$ cat config.mk
export PLATFORM = sky130hd
export DESIGN_NAME = psplit_sched
export DESIGN_NICKNAME = d
export VERILOG_FILES = /design/src/rtl/psplit_pkg.sv /design/src/rtl/psplit_pick.sv /design/src/rtl/psplit_store.sv /design/src/rtl/psplit_sched.sv
export SDC_FILE = /design/constraint.sdc
export NUM_CORES = 1
export LEC_CHECK = 0
export ABC_AREA = 1
export BUFFER_PORTS_ARGS = -buffer_cell sky130_fd_sc_hd__buf_2
export CAP_MARGIN = 20
export CORE_ASPECT_RATIO = 1.4
export CORE_MARGIN = 2
export CORE_UTILIZATION = 52
export DETAILED_ROUTE_END_ITERATION = 8
export GPL_TIMING_DRIVEN = 0
export PLACE_DENSITY = 0.76
export SYNTH_ARGS = -nofsm -noshare
export SYNTH_HDL_FRONTEND = slang
export SYNTH_SLANG_ARGS = --single-unit
$ cat constraint.sdc
create_clock -name clk -period 1.5 [get_ports clk]
set_input_delay 0.075 -clock clk [delete_from_list [all_inputs] [get_ports clk]]
set_output_delay 0.075 -clock clk [all_outputs]
set_load 0.01 [all_outputs]
$ cat src/rtl/psplit_pkg.sv
package psplit_pkg;

    typedef enum logic [1:0] {
        ST_IDLE = 2'd0,
        ST_REQ  = 2'd1,
        ST_WAIT = 2'd2
    } psplit_state_e;

    typedef enum logic {
        TOK_SS = 1'b0,
        TOK_CS = 1'b1
    } psplit_tok_e;

endpackage

$ cat src/rtl/psplit_pick.sv
module psplit_pick #(
    parameter int NUM_UF      = 8,
    parameter int IN_SS_SLOTS = 4,
    localparam int UF_W       = $clog2(NUM_UF)
) (
    input  logic [NUM_UF-1:0] ss_mask,
    input  logic [NUM_UF-1:0] cs_mask,
    input  logic              dir_in,
    input  logic              frame_match,
    input  logic [UF_W-1:0]   uf,
    output logic              hit,
    output psplit_pkg::psplit_tok_e kind
);
    import psplit_pkg::*;

    logic ss_ok;
    logic cs_ok;
    logic slot_early;

    always_comb begin
        slot_early = (int'(uf) < IN_SS_SLOTS);
        ss_ok      = ss_mask[uf] && frame_match && (!dir_in || slot_early);
        cs_ok      = cs_mask[uf] && frame_match && dir_in;
        hit        = ss_ok || cs_ok;
        kind       = ss_ok ? TOK_SS : TOK_CS;
    end

endmodule

$ cat src/rtl/psplit_store.sv
module psplit_store #(
    parameter int NUM_UF = 8,
    parameter int ST_W   = 3,
    parameter int CNT_W  = 8,
    localparam int UF_W  = $clog2(NUM_UF)
) (
    input  logic             clk,
    input  logic             rst_n,
    input  logic             wr_en,
    input  logic [UF_W-1:0]  wr_uf,
    input  logic [ST_W-1:0]  wr_status,
    input  logic             wr_bytes_en,
    input  logic [CNT_W-1:0] wr_bytes,
    input  logic [UF_W-1:0]  rd_sel,
    output logic [ST_W-1:0]  rd_status,
    output logic [CNT_W-1:0] rd_bytes
);

    logic [ST_W-1:0]  st_q [NUM_UF];
    logic [CNT_W-1:0] by_q [NUM_UF];

    for (genvar g = 0; g < NUM_UF; g++) begin : g_slot
        typedef struct packed {
            logic [ST_W-1:0]  st;
            logic [CNT_W-1:0] by;
        } slot_t;

        slot_t slot_d, slot_q;
        logic  sel;

        always_comb begin
            sel    = wr_en && (wr_uf == UF_W'(g));
            slot_d = slot_q;
            if (sel) begin
                slot_d.st = wr_status;
                if (wr_bytes_en) begin
                    slot_d.by = wr_bytes;
                end
            end
        end

        always_ff @(posedge clk or negedge rst_n) begin
            if (!rst_n) begin
                slot_q <= '0;
            end else begin
                slot_q <= slot_d;
            end
        end

        assign st_q[g] = slot_q.st;
        assign by_q[g] = slot_q.by;
    end

    assign rd_status = st_q[rd_sel];
    assign rd_bytes  = by_q[rd_sel];

endmodule

$ cat src/rtl/psplit_sched.sv
module psplit_sched #(
    parameter int NUM_UF      = 8,
    parameter int FRM_W       = 5,
    parameter int ST_W        = 3,
    parameter int CNT_W       = 8,
    parameter int IN_SS_SLOTS = 4,
    localparam int UF_W       = $clog2(NUM_UF)
) (
    input  logic              clk,
    input  logic              rst_n,
    input  logic              sw_wr,
    input  logic              sw_is_in,
    input  logic [FRM_W-1:0]  sw_frame,
    input  logic [NUM_UF-1:0] sw_ss_set,
    input  logic [NUM_UF-1:0] sw_cs_set,
    input  logic [FRM_W-1:0]  bus_frame,
    input  logic [UF_W-1:0]   uframe,
    input  logic              uframe_start,
    output logic              tok_req,
    output logic              tok_kind,
    output logic [UF_W-1:0]   tok_uframe,
    input  logic              tok_ack,
    input  logic              res_valid,
    input  logic [ST_W-1:0]   res_status,
    input  logic [CNT_W-1:0]  res_bytes,
    input  logic [UF_W-1:0]   rd_sel,
    output logic [ST_W-1:0]   rd_status,
    output logic [CNT_W-1:0]  rd_bytes,
    output logic [NUM_UF-1:0] ss_mask,
    output logic [NUM_UF-1:0] cs_mask,
    output logic              done
);
    import psplit_pkg::*;

    localparam logic [NUM_UF-1:0] IN_SS_OK = NUM_UF'((1 << IN_SS_SLOTS) - 1);

    typedef struct packed {
        psplit_state_e     state;
        logic [NUM_UF-1:0] ss_mask;
        logic [NUM_UF-1:0] cs_mask;
        logic              dir_in;
        logic [FRM_W-1:0]  frame;
        logic [UF_W-1:0]   cur_uf;
        psplit_tok_e       cur_kind;
        logic              armed;
        logic              done;
    } regs_t;

    regs_t d, q;

    logic              frame_match;
    logic              pick_hit;
    psplit_tok_e       pick_kind;
    logic              res_take;
    logic [NUM_UF-1:0] clr_ss;
    logic [NUM_UF-1:0] clr_cs;
    logic [NUM_UF-1:0] ss_set_eff;
    logic [NUM_UF-1:0] cs_set_eff;
    logic              set_any;
    logic              masks_empty_d;
    logic              busy;
    logic              dir_in_q;

    assign frame_match = (bus_frame == q.frame);

    psplit_pick #(
        .NUM_UF      (NUM_UF),
        .IN_SS_SLOTS (IN_SS_SLOTS)
    ) u_pick (
        .ss_mask     (q.ss_mask),
        .cs_mask     (q.cs_mask),
        .dir_in      (q.dir_in),
        .frame_match (frame_match),
        .uf          (uframe),
        .hit         (pick_hit),
        .kind        (pick_kind)
    );

    always_comb begin
        d = q;

        // result consumption and mask clearing
        res_take = (q.state == ST_WAIT) && res_valid;
        clr_ss   = '0;
        clr_cs   = '0;
        if (res_take) begin
            if (q.cur_kind == TOK_CS) begin
                clr_cs[q.cur_uf] = 1'b1;
            end else begin
                clr_ss[q.cur_uf] = 1'b1;
            end
        end

        // software set-only writes, filtered by the written direction
        ss_set_eff = sw_is_in ? (sw_ss_set & IN_SS_OK) : sw_ss_set;
        cs_set_eff = sw_is_in ? sw_cs_set : '0;
        set_any    = sw_wr && (|(ss_set_eff | cs_set_eff));

        d.ss_mask = (q.ss_mask & ~clr_ss) | (sw_wr ? ss_set_eff : '0);
        d.cs_mask = (q.cs_mask & ~clr_cs) | (sw_wr ? cs_set_eff : '0);
        if (sw_wr) begin
            d.dir_in = sw_is_in;
            d.frame  = sw_frame;
        end

        // token handshake sequencing
        unique case (q.state)
            ST_IDLE: begin
                if (uframe_start && pick_hit) begin
                    d.state    = ST_REQ;
                    d.cur_uf   = uframe;
                    d.cur_kind = pick_kind;
                end
            end
            ST_REQ: begin
                if (tok_ack) begin
                    d.state = ST_WAIT;
                end
            end
            ST_WAIT: begin
                if (res_valid) begin
                    d.state = ST_IDLE;
                end
            end
            default: d.state = ST_IDLE;
        endcase

        // completion flag
        masks_empty_d = (d.ss_mask == '0) && (d.cs_mask == '0);
        if (set_any) begin
            d.armed = 1'b1;
            d.done  = 1'b0;
        end else if (q.armed && masks_empty_d) begin
            d.armed = 1'b0;
            d.done  = 1'b1;
        end
    end

    always_ff @(posedge clk or negedge rst_n) begin
        if (!rst_n) begin
            q <= '{state: ST_IDLE, cur_kind: TOK_SS, default: '0};
        end else begin
            q <= d;
        end
    end

    psplit_store #(
        .NUM_UF (NUM_UF),
        .ST_W   (ST_W),
        .CNT_W  (CNT_W)
    ) u_store (
        .clk         (clk),
        .rst_n       (rst_n),
        .wr_en       (res_take),
        .wr_uf       (q.cur_uf),
        .wr_status   (res_status),
        .wr_bytes_en (q.cur_kind == TOK_CS),
        .wr_bytes    (res_bytes),
        .rd_sel      (rd_sel),
        .rd_status   (rd_status),
        .rd_bytes    (rd_bytes)
    );

    assign busy       = (q.state == ST_WAIT);
    assign dir_in_q   = q.dir_in;
    assign tok_req    = (q.state == ST_REQ);
    assign tok_kind   = q.cur_kind;
    assign tok_uframe = q.cur_uf;
    assign ss_mask    = q.ss_mask;
    assign cs_mask    = q.cs_mask;
    assign done       = q.done;

endmodule

* Yosys cells after proc, flatten, opt, wreduce, memory -nomap -nowiden *
Cells that the tools add are included.

storage, ports and cells
  bits in registers = 118
  bits in latches = 0
  memory bits (writable) = 0
  bits in read-only memories = 0
  bits of input ports = 50
  output and inout bits = 33
  word-level logic and storage cells = 115
  memories = 0

cells by class
  $add $sub $neg = 0
  multipliers = 0
  divide/modulo/power cells = 0
  $lt $le $gt $ge = 5
  equal/unequal tests = 13
  shift operators = 0
  mux-type cells = 27
  bitwise logic cells = 8
  reduce and logical (&&, ||, !) cells = 37

operators with widths
  operator                                                                count
  8-bit two-way mux                                                       10
  8-bit binary-select mux with 3-bit select                               1
  8-bit bitwise OR                                                        3
  1-bit logical AND                                                       18
  2-bit AND reduction                                                     9
  8-bit bitwise AND                                                       2
  8-bit zero test                                                         2
  8-bit NOT                                                               2
  3-bit equality test (second input constant)                             4
  2-bit two-way mux                                                       5
  3-bit binary-select mux with 3-bit select                               1
  3-bit by 4-bit < comparator with 1-bit output (second input constant)   2
  8-bit OR reduction                                                      1
  1-bit binary-select mux with 3-bit select                               2
  3-bit by 2-bit equality test with 1-bit output (second input constant)  2
  3-bit two-way mux                                                       2
  2-bit one-hot mux with 3 select lines                                   1
  5-bit equality test                                                     1
  4-bit greater-or-equal comparator (second input constant)               1
  1-bit two-way mux                                                       4
  2-bit inequality test (second input constant)                           2
  3-bit NOT with 4-bit output                                             1
  1-bit demux with 3-bit select                                           1
  3-bit by 1-bit equality test with 1-bit output (second input constant)  1
  11 further kinds                                                        12

* Depth between registers and ports, before layout *
Gate-level depths: netlist of run 1.

  depth in word-level cells = 14
  gate-level depth with buffers = 13
  gate-level depth less buffers = 12

* Modules after synthesis *
A second synthesis of run 1 with hierarchy kept.

unflattened totals
  cell total of the unflattened synthesis = 873
  area, all modules = 6480.0 µm²

modules (own cells, without submodules)
  module        times used  cells an instance  area an instance (µm²)  sequential area each (µm²)
  psplit_store  1           604                4581.9                  2202.1
  psplit_sched  1           224                1689.1                  750.7
  psplit_pick   1           45                 209.0                   0.0

* Worst setup path before layout of run 1 *
No wires, ideal clock.

  kind = reg-to-reg
  start point = register q (netlist bit tok_uframe[1])
  end point = register q[1] (netlist bit)
  library setup time = 0.116 ns
  arrival = 1.496 ns
  data required time = 1.384 ns
  setup slack = -0.113 ns
  stages on the path, launching flop included = 13
  period minus slack after synthesis = 1.613 ns
  cell sequence = dfrtp_1 > buf_2 > nor2_2 > nand2_1 > nor2_4 > nand2_4 > nand2_2 > nand2_2 > nor2_2 > and2_1 > nand3_1 > nand2_1 > nand2_1

RTL lines
  what                    RTL line             text
  from (decl)             psplit_sched.sv:49   regs_t d, q;
  from (signal assigned)  psplit_sched.sv:141  q <= '{state: ST_IDLE, cur_kind: TOK_SS, default: '0};
  from (signal assigned)  psplit_sched.sv:143  q <= d;

==> results of run 1 <==
logic make-up after synthesis:
group,share of synthesized area
simple gates,0.214
buf+inv,0.0951
compound gates,0.186
flops,0.503
xor+xnor,0.00149
registers in the layout, summed over array words and instances (netlist names):
name,count
q,8
tok_kind,1
u_store.by_q,64
tok_uframe,3
ss_mask,8
dir_in_q,1
cs_mask,8
done,1
u_store.g_slot.slot_q,24
where the power goes:
part	switching, uW	total [uW]	internal, uW
clock	1460	4320	2860
sequential	347	4090	3750
combinational	1590	2750	1150
stage by stage:
stage / util / instance area, um2 / cells / hold WS (ns)
floorplan: - / 5880 / 744 / -0.221
global placement: 0.590 / 6450 / 963 / 0.281
detailed placement: 0.594 / 6480 / 964 / -0.0883
CTS: 0.716 / 7820 / 1057 / 0.0107
global route: 0.771 / 8420 / 1085 / 0.0503
finish: 0.771 / 8420 / 1085 / 0.00947
final cells by class:
cell class                 count  area, um2
inverter                      70        270
multi-input combinational    503       2720
buffer                        52        388
tap                          141        176
fill                         696       2500
clock inverter                 8        118
clock buffer                  24        512
timing repair buffer         169       1280
sequential                   118       2960
worst max-delay path, stage by stage (launching register included):
cell	delay, ns
dfrtp_1	0.38
buf_6	0.19
buf_6	0.12
nand3_1	0.08
nor2_1	0.17
nand2_1	0.08
nand2_1	0.08
nand2_1	0.10
nor2_2	0.11
nand2_1	0.07
nor2_2	0.11
nand3_1	0.08
nand2_1	0.06
nand2_1	0.05
per-layer routing:
layer / part of all wire / routed length, um
met1: 0.37 / 7230
met2: 0.51 / 10100
met3: 0.065 / 1270
met4: 0.054 / 1060
met5: 0 / 0
layout by cell type (no fill, tap or decap), types with 4 or more instances in the layout:
| cell | netlist | final |
|---|---|---|
| dfrtp_1 | 118 | 116 |
| nand3_1 | 33 | 25 |
| nand3_2 | 0 | 7 |
| nor2_1 | 64 | 52 |
| o21ai_2 | 0 | 27 |
| clkbuf_16 | 0 | 18 |
| buf_2 | 8 | 80 |
| buf_4 | 19 | 62 |
| inv_2 | 0 | 5 |
| a31oi_1 | 11 | 11 |
| nand2_2 | 5 | 20 |
| dlygate4sd3_1 | 0 | 34 |
| buf_6 | 2 | 22 |
| o22ai_1 | 8 | 5 |
| nand4_1 | 6 | 6 |
| o21ai_0 | 136 | 73 |
| nor2_2 | 6 | 12 |
| a21oi_2 | 0 | 5 |
| a21oi_1 | 40 | 35 |
| clkbuf_1 | 22 | 11 |
| clkinv_2 | 0 | 4 |
| o21ai_1 | 8 | 43 |
| nand2_4 | 2 | 9 |
| clkbuf_8 | 0 | 6 |
| nand2_1 | 166 | 144 |
| nor2_4 | 4 | 10 |
| inv_1 | 67 | 60 |
path summary, 6_finish.rpt:
kind                                               from                      endpoint  slack, ns
setup / recovery              tok_uframe[1]$_DFFE_PN0P_              q[1]$_DFFE_PN0P_      -0.31
hold / removal                             sw_cs_set[6]          cs_mask[6]$_DFF_PN0_      0.009
setup reg to reg              tok_uframe[1]$_DFFE_PN0P_              q[1]$_DFFE_PN0P_      -0.31
hold reg to reg            u_store.by_q[21]$_DFFE_PN0P_  u_store.by_q[21]$_DFFE_PN0P_       0.48
max in group asynchronous                         rst_n     tok_uframe[2]$_DFFE_PN0P_       0.66
min in group asynchronous                         rst_n  u_store.by_q[15]$_DFFE_PN0P_       0.04
timing repair:
action,4_1_cts,5_1_grt
cloned,1,4
hold buffers,34,1
setup buffers,27,25
endpoints found under the setup margin,84,83
pin swaps,34,47
gates resized for setup,72,167
endpoints found under the hold margin,165,1
==> metrics.md, run 1 <==
| Metric | Value |
|---|---|
| Outcome | `finished, violations left` |
| Violated checks | `setup timing` |
| Max Slew Vio Count | `0` |
| Area Overhead vs Synth | `43.5%` |
| Mapped Nets | `794` |
| PnR worst setup slack | `-0.306 ns` |
| Pwr Total | `11200 uW` |
| Worst min path class | `primary input to flop` |
| CP Launch Type | `flop` |
| DRC Markers | `0` |
| Max-capacitance violation count | `0` |
| Yosys warning total | `0` |
| Routability cong. | `0.888` |
| CP Max Fanout | `8` |
| Ranking of synthesized cells by area | `dfrtp_1 50%, o21ai_0 12%, nand2_1 11%` |
| P per Cell Area | `1330 mW/mm2` |
| Count of different cell masters after synthesis | `32` |
| Leading area contributor after synthesis | `dfrtp_1` |
| I/O pins | `83` |
| Post-DP HPWL | `11.4 mm` |
| Commonest cells post-synth | `166 x nand2_1, 136 x o21ai_0, 118 x dfrtp_1` |
| Die Width | `93.8 um` |
| Inserted Clock Buffers | `17` |
| Synthesized flop and latch total | `118` |
| Core area | `0.0109 mm2` |
| Avg Vias per Cell | `5.77` |
| Layout Skew | `0.00746 ns` |
| Drt wl/cell | `18.1 um` |
| Clock sink count | `118` |
| Diode count | `0` |
| Net total in the final layout | `981` |
| Maximum clock frequency | `554 MHz` |
| Initial antenna violation count | `0` |
| Initial Util | `0.537` |
| Mapped Avg Cell Area | `7.88 um2` |
| PortBufs | `78` |
| Post-Syn Area | `0.00587 mm2` |
| DR vias | `6262` |
| Largest net degree at the start of global routing | `105` |
| Total track usage | `0.306` |
| Crit. End Element | `flop` |
| RSZ-0062 raised after global routing | `yes` |
| Met2 Use GR | `0.542` |
| Pre-CTS setup slack | `-0.380 ns` |
| Share of layout cells above drive strength 1 | `0.336` |
| CTS tree | `yes` |
| Gr ovfl total | `0` |
| Asr flop ratio synth | `1.00` |
| Initial DRC count | `613` |
| Root Driver | `clkbuf_16` |
| Worst IR drop on VDD | `858 uV` |
| Least-Margin Pin Slew | `0.592 ns` |
| Data required time of the worst path | `1.81 ns` |
| Clk_lat worst skew | `0.42 ns` |
| Final Cycle Share | `1.20` |
| Crit path DAT | `2.12 ns` |
| Final ANT Viol Nets | `0` |
| Worst-path clk slew | `0.06 ns` |
| Grt met3 use | `0.0628` |
| Post-Syn Instances | `744` |
| Register area share after synthesis | `0.503` |
| Max clock buf depth | `2` |
| Critical path class | `flop to flop` |
| Routed wire length | `19.7 mm` |
| Worst R2R Path Depth | `13` |
| Static Leakage | `0.00401 uW` |
| Grt peak-use layer | `met2` |
| Post-route minimum period | `1.81 ns` |
| Primary FF master, synth | `dfrtp_1` |
| First-pass GRT wire length | `28.7 mm` |
| Synth top area share | `0.503` |
| Die area | `0.0122 mm2` |
| Vias in the first global route | `5964` |
| Final-report setup violation count | `62` |
| Die height | `130 um` |
| CTS HTree Levels | `4` |
| Hold path cells | `5` |
| Dominant cell by count in the synthesized netlist | `nand2_1` |
| Final hold violations | `0` |
| Met1 usage | `0.349` |
| DRT Pass-1 Iters | `5` |
| FP Rows | `45` |
| Post-synth EDFFs | `0` |
| TNS Setup | `-4.61 ns` |
| Slew margin rel. | `0.605` |
Power figures use the tool's default switching activity.
==> inputs of run 2 (changes only) <==
--- a/config.mk
+++ b/config.mk
@@ -19 +19,2 @@
 export SYNTH_SLANG_ARGS = --single-unit
+export TNS_END_PERCENT = 20
--- a/constraint.sdc
+++ b/constraint.sdc
@@ -3,2 +3,2 @@
 set_output_delay 0.075 -clock clk [all_outputs]
-set_load 0.01 [all_outputs]
+set_load 0.05 [all_outputs]
==> metrics.md, run 2 (same netlist as run 1, synthesis figures left out) <==
| Metric | Value |
|---|---|
| Outcome | `finished, violations left (unchanged)` |
| Violated checks | `setup timing (unchanged)` |
| Core area | `0.0109 mm2 (unchanged)` |
| Worst IR drop on VDD | `959 uV (was 858 uV)` |
| Clk_lat worst skew | `0.41 ns (was 0.42 ns)` |
| FP Rows | `45 (unchanged)` |
| Initial Util | `0.537 (unchanged)` |
| Commonest non-fill, non-tap cell in the layout | `nand2_1 (unchanged)` |
| Worst-path clk slew | `0.05 ns (was 0.06 ns)` |
| Data required time of the worst path | `1.81 ns (about the same)` |
| Root Driver | `clkbuf_16 (unchanged)` |
| Diode count | `0 (unchanged)` |
| DR vias | `6072 (was 6262)` |
| Final instance area | `0.00823 mm2 (was 0.00842 mm2)` |
| Gr ovfl total | `0 (unchanged)` |
| Worst min path class | `primary input to flop (unchanged)` |
| Post-route minimum period | `1.76 ns (was 1.81 ns)` |
| Placed instance area | `0.00655 mm2 (was 0.00648 mm2)` |
| Max-capacitance violation count | `0 (unchanged)` |
| Max clock buf depth | `2 (unchanged)` |
| PnR worst setup slack | `-0.264 ns (was -0.306 ns)` |
| Final ANT Viol Nets | `0 (unchanged)` |
| CP Launch Type | `flop (unchanged)` |
| Routability cong. | `0.918 (was 0.888)` |
| Critical path class | `flop to flop (unchanged)` |
| Drt wl/cell | `17.5 um (was 18.1 um)` |
| Initial antenna violation count | `0 (unchanged)` |
| Die height | `130 um (unchanged)` |
| Max Slew Vio Count | `0 (unchanged)` |
| Maximum clock frequency | `567 MHz (was 554 MHz)` |
| Clock sink count | `118 (unchanged)` |
| Largest register FFs | `64 (unchanged)` |
| Pwr Total | `11400 uW (was 11200 uW)` |
| Routed wire length | `18.6 mm (was 19.7 mm)` |
| Final-report setup violation count | `40 (was 62)` |
| Net total in the final layout | `960 (was 981)` |
| I/O pins | `83 (unchanged)` |
| Post-DP HPWL | `11.9 mm (was 11.4 mm)` |
| Area Overhead vs Synth | `40.3% (was 43.5%)` |
| Fin util | `0.753 (was 0.771)` |
| Crit path DAT | `2.07 ns (was 2.12 ns)` |
| RSZ-0062 raised after global routing | `yes (unchanged)` |
| Multi-input gate area | `0.00264 mm2 (was 0.00272 mm2)` |
| Least-Margin Pin Slew | `0.735 ns (was 0.592 ns)` |
| P per Cell Area | `1380 mW/mm2 (was 1330 mW/mm2)` |
| Slew margin rel. | `0.510 (was 0.605)` |
| First-pass GRT wire length | `28.7 mm (about the same)` |
| Final hold violations | `0 (unchanged)` |
| Hold_ws | `0.0201 ns (was 0.00947 ns)` |
| Fillers | `750 (was 696)` |
| Inserted Clock Buffers | `17 (unchanged)` |
| CP Max Fanout | `8 (unchanged)` |
| CTS HTree Levels | `4 (unchanged)` |
| Static Leakage | `0.00389 uW (was 0.00401 uW)` |
| Sequential standard cell area | `0.00296 mm2 (unchanged)` |
| DRC Markers | `0 (unchanged)` |
| Commonest non-fill, non-tap cells in the layout | `155 x nand2_1, 116 x dfrtp_1, 83 x o21ai_0 (was 144 x nand2_1, 116 x dfrtp_1, 80 x buf_2)` |
| Share of layout cells above drive strength 1 | `0.290 (was 0.336)` |
| PortBufs | `78 (unchanged)` |
| CTS tree | `yes (unchanged)` |
| Largest net degree at the start of global routing | `73 (was 105)` |
| Crit. End Element | `flop (unchanged)` |
| Die area | `0.0122 mm2 (unchanged)` |
| Final Cycle Share | `1.18 (was 1.20)` |
| TNS Setup | `-2.40 ns (was -4.61 ns)` |
| Initial DRC count | `451 (was 613)` |
| Total track usage | `0.311 (was 0.306)` |
| Avg Vias per Cell | `5.71 (was 5.77)` |
| DRT Pass-1 Iters | `5 (unchanged)` |
| Layout Skew | `0.00828 ns (was 0.00746 ns)` |
| Die Width | `93.8 um (unchanged)` |
| Vias in the first global route | `6036 (was 5964)` |
[run 2: through the flow]
step	setup WS (ns)	cells
finish	-0.264	1064
global route	-0.393	1064
CTS	-0.223	1052
detailed placement	-0.534	964
global placement	-1.19	963
floorplan	-0.241	744
[run 2: repair_timing]
action	4_1_cts	5_1_grt
gates resized for setup	125	63
hold endpoints to repair	92	0
endpoints found under the setup margin	81	89
hold buffers	34	0
buffers inserted	20	11
pin swaps	30	19
gates cloned	2	1
[run 2: where the power goes]
group | internal (uW) | leakage [uW] | switching, uW
registers | 3740 | 0.00140 | 334
logic | 1100 | 0.00220 | 1890
clock network | 2860 | 0.000294 | 1470
total | 7700 | 0.00389 | 3690
[run 2: worst max-delay path, stage by stage, from the launching register on]
cell and delay [ns]:
dfrtp_1 0.40, buf_6 0.16, nor2_4 0.15, nand2_2 0.09, nor2_4 0.16, buf_6 0.13, nand2_4 0.04, a21boi_2 0.12
nand3_1 0.07, nor2_1 0.12, nand3_1 0.08, nand2_1 0.06, nand2_1 0.05
[run 2: cell type report]
class                      count  share of cell area
inverter                      70              0.0336
buffer                        53              0.0488
timing repair buffer         147               0.139
clock inverter                12              0.0214
multi-input combinational    503               0.321
clock buffer                  20              0.0555
sequential                   118               0.359
tap                          141              0.0214
[run 2: worst paths after layout]
check,cells after the start,slack (ns),startpoint,to
min,3,0.02,uframe[1],tok_uframe[1]$_DFFE_PN0P_
max in group asynchronous,3,0.62,rst_n,u_store.g_slot[7].slot_q[10]$_DFFE_PN0P_
max,12,-0.26,tok_uframe[1]$_DFFE_PN0P_,q[1]$_DFFE_PN0P_
min in group asynchronous,2,0.17,rst_n,u_store.by_q[34]$_DFFE_PN0P_
max reg2reg,12,-0.26,tok_uframe[1]$_DFFE_PN0P_,q[1]$_DFFE_PN0P_
min reg2reg,2,0.48,u_store.by_q[5]$_DFFE_PN0P_,u_store.by_q[5]$_DFFE_PN0P_
[run 2: layer usage]
layer / vias to the layer above / global-route usage / share of wire
met3: 92 / 0.0599 / 0.062
met2: 330 / 0.551 / 0.52
met4: 0 / 0.198 / 0.059
met1: 2878 / 0.337 / 0.36
li1: 2772 / - / -
met5: - / 0 / 0
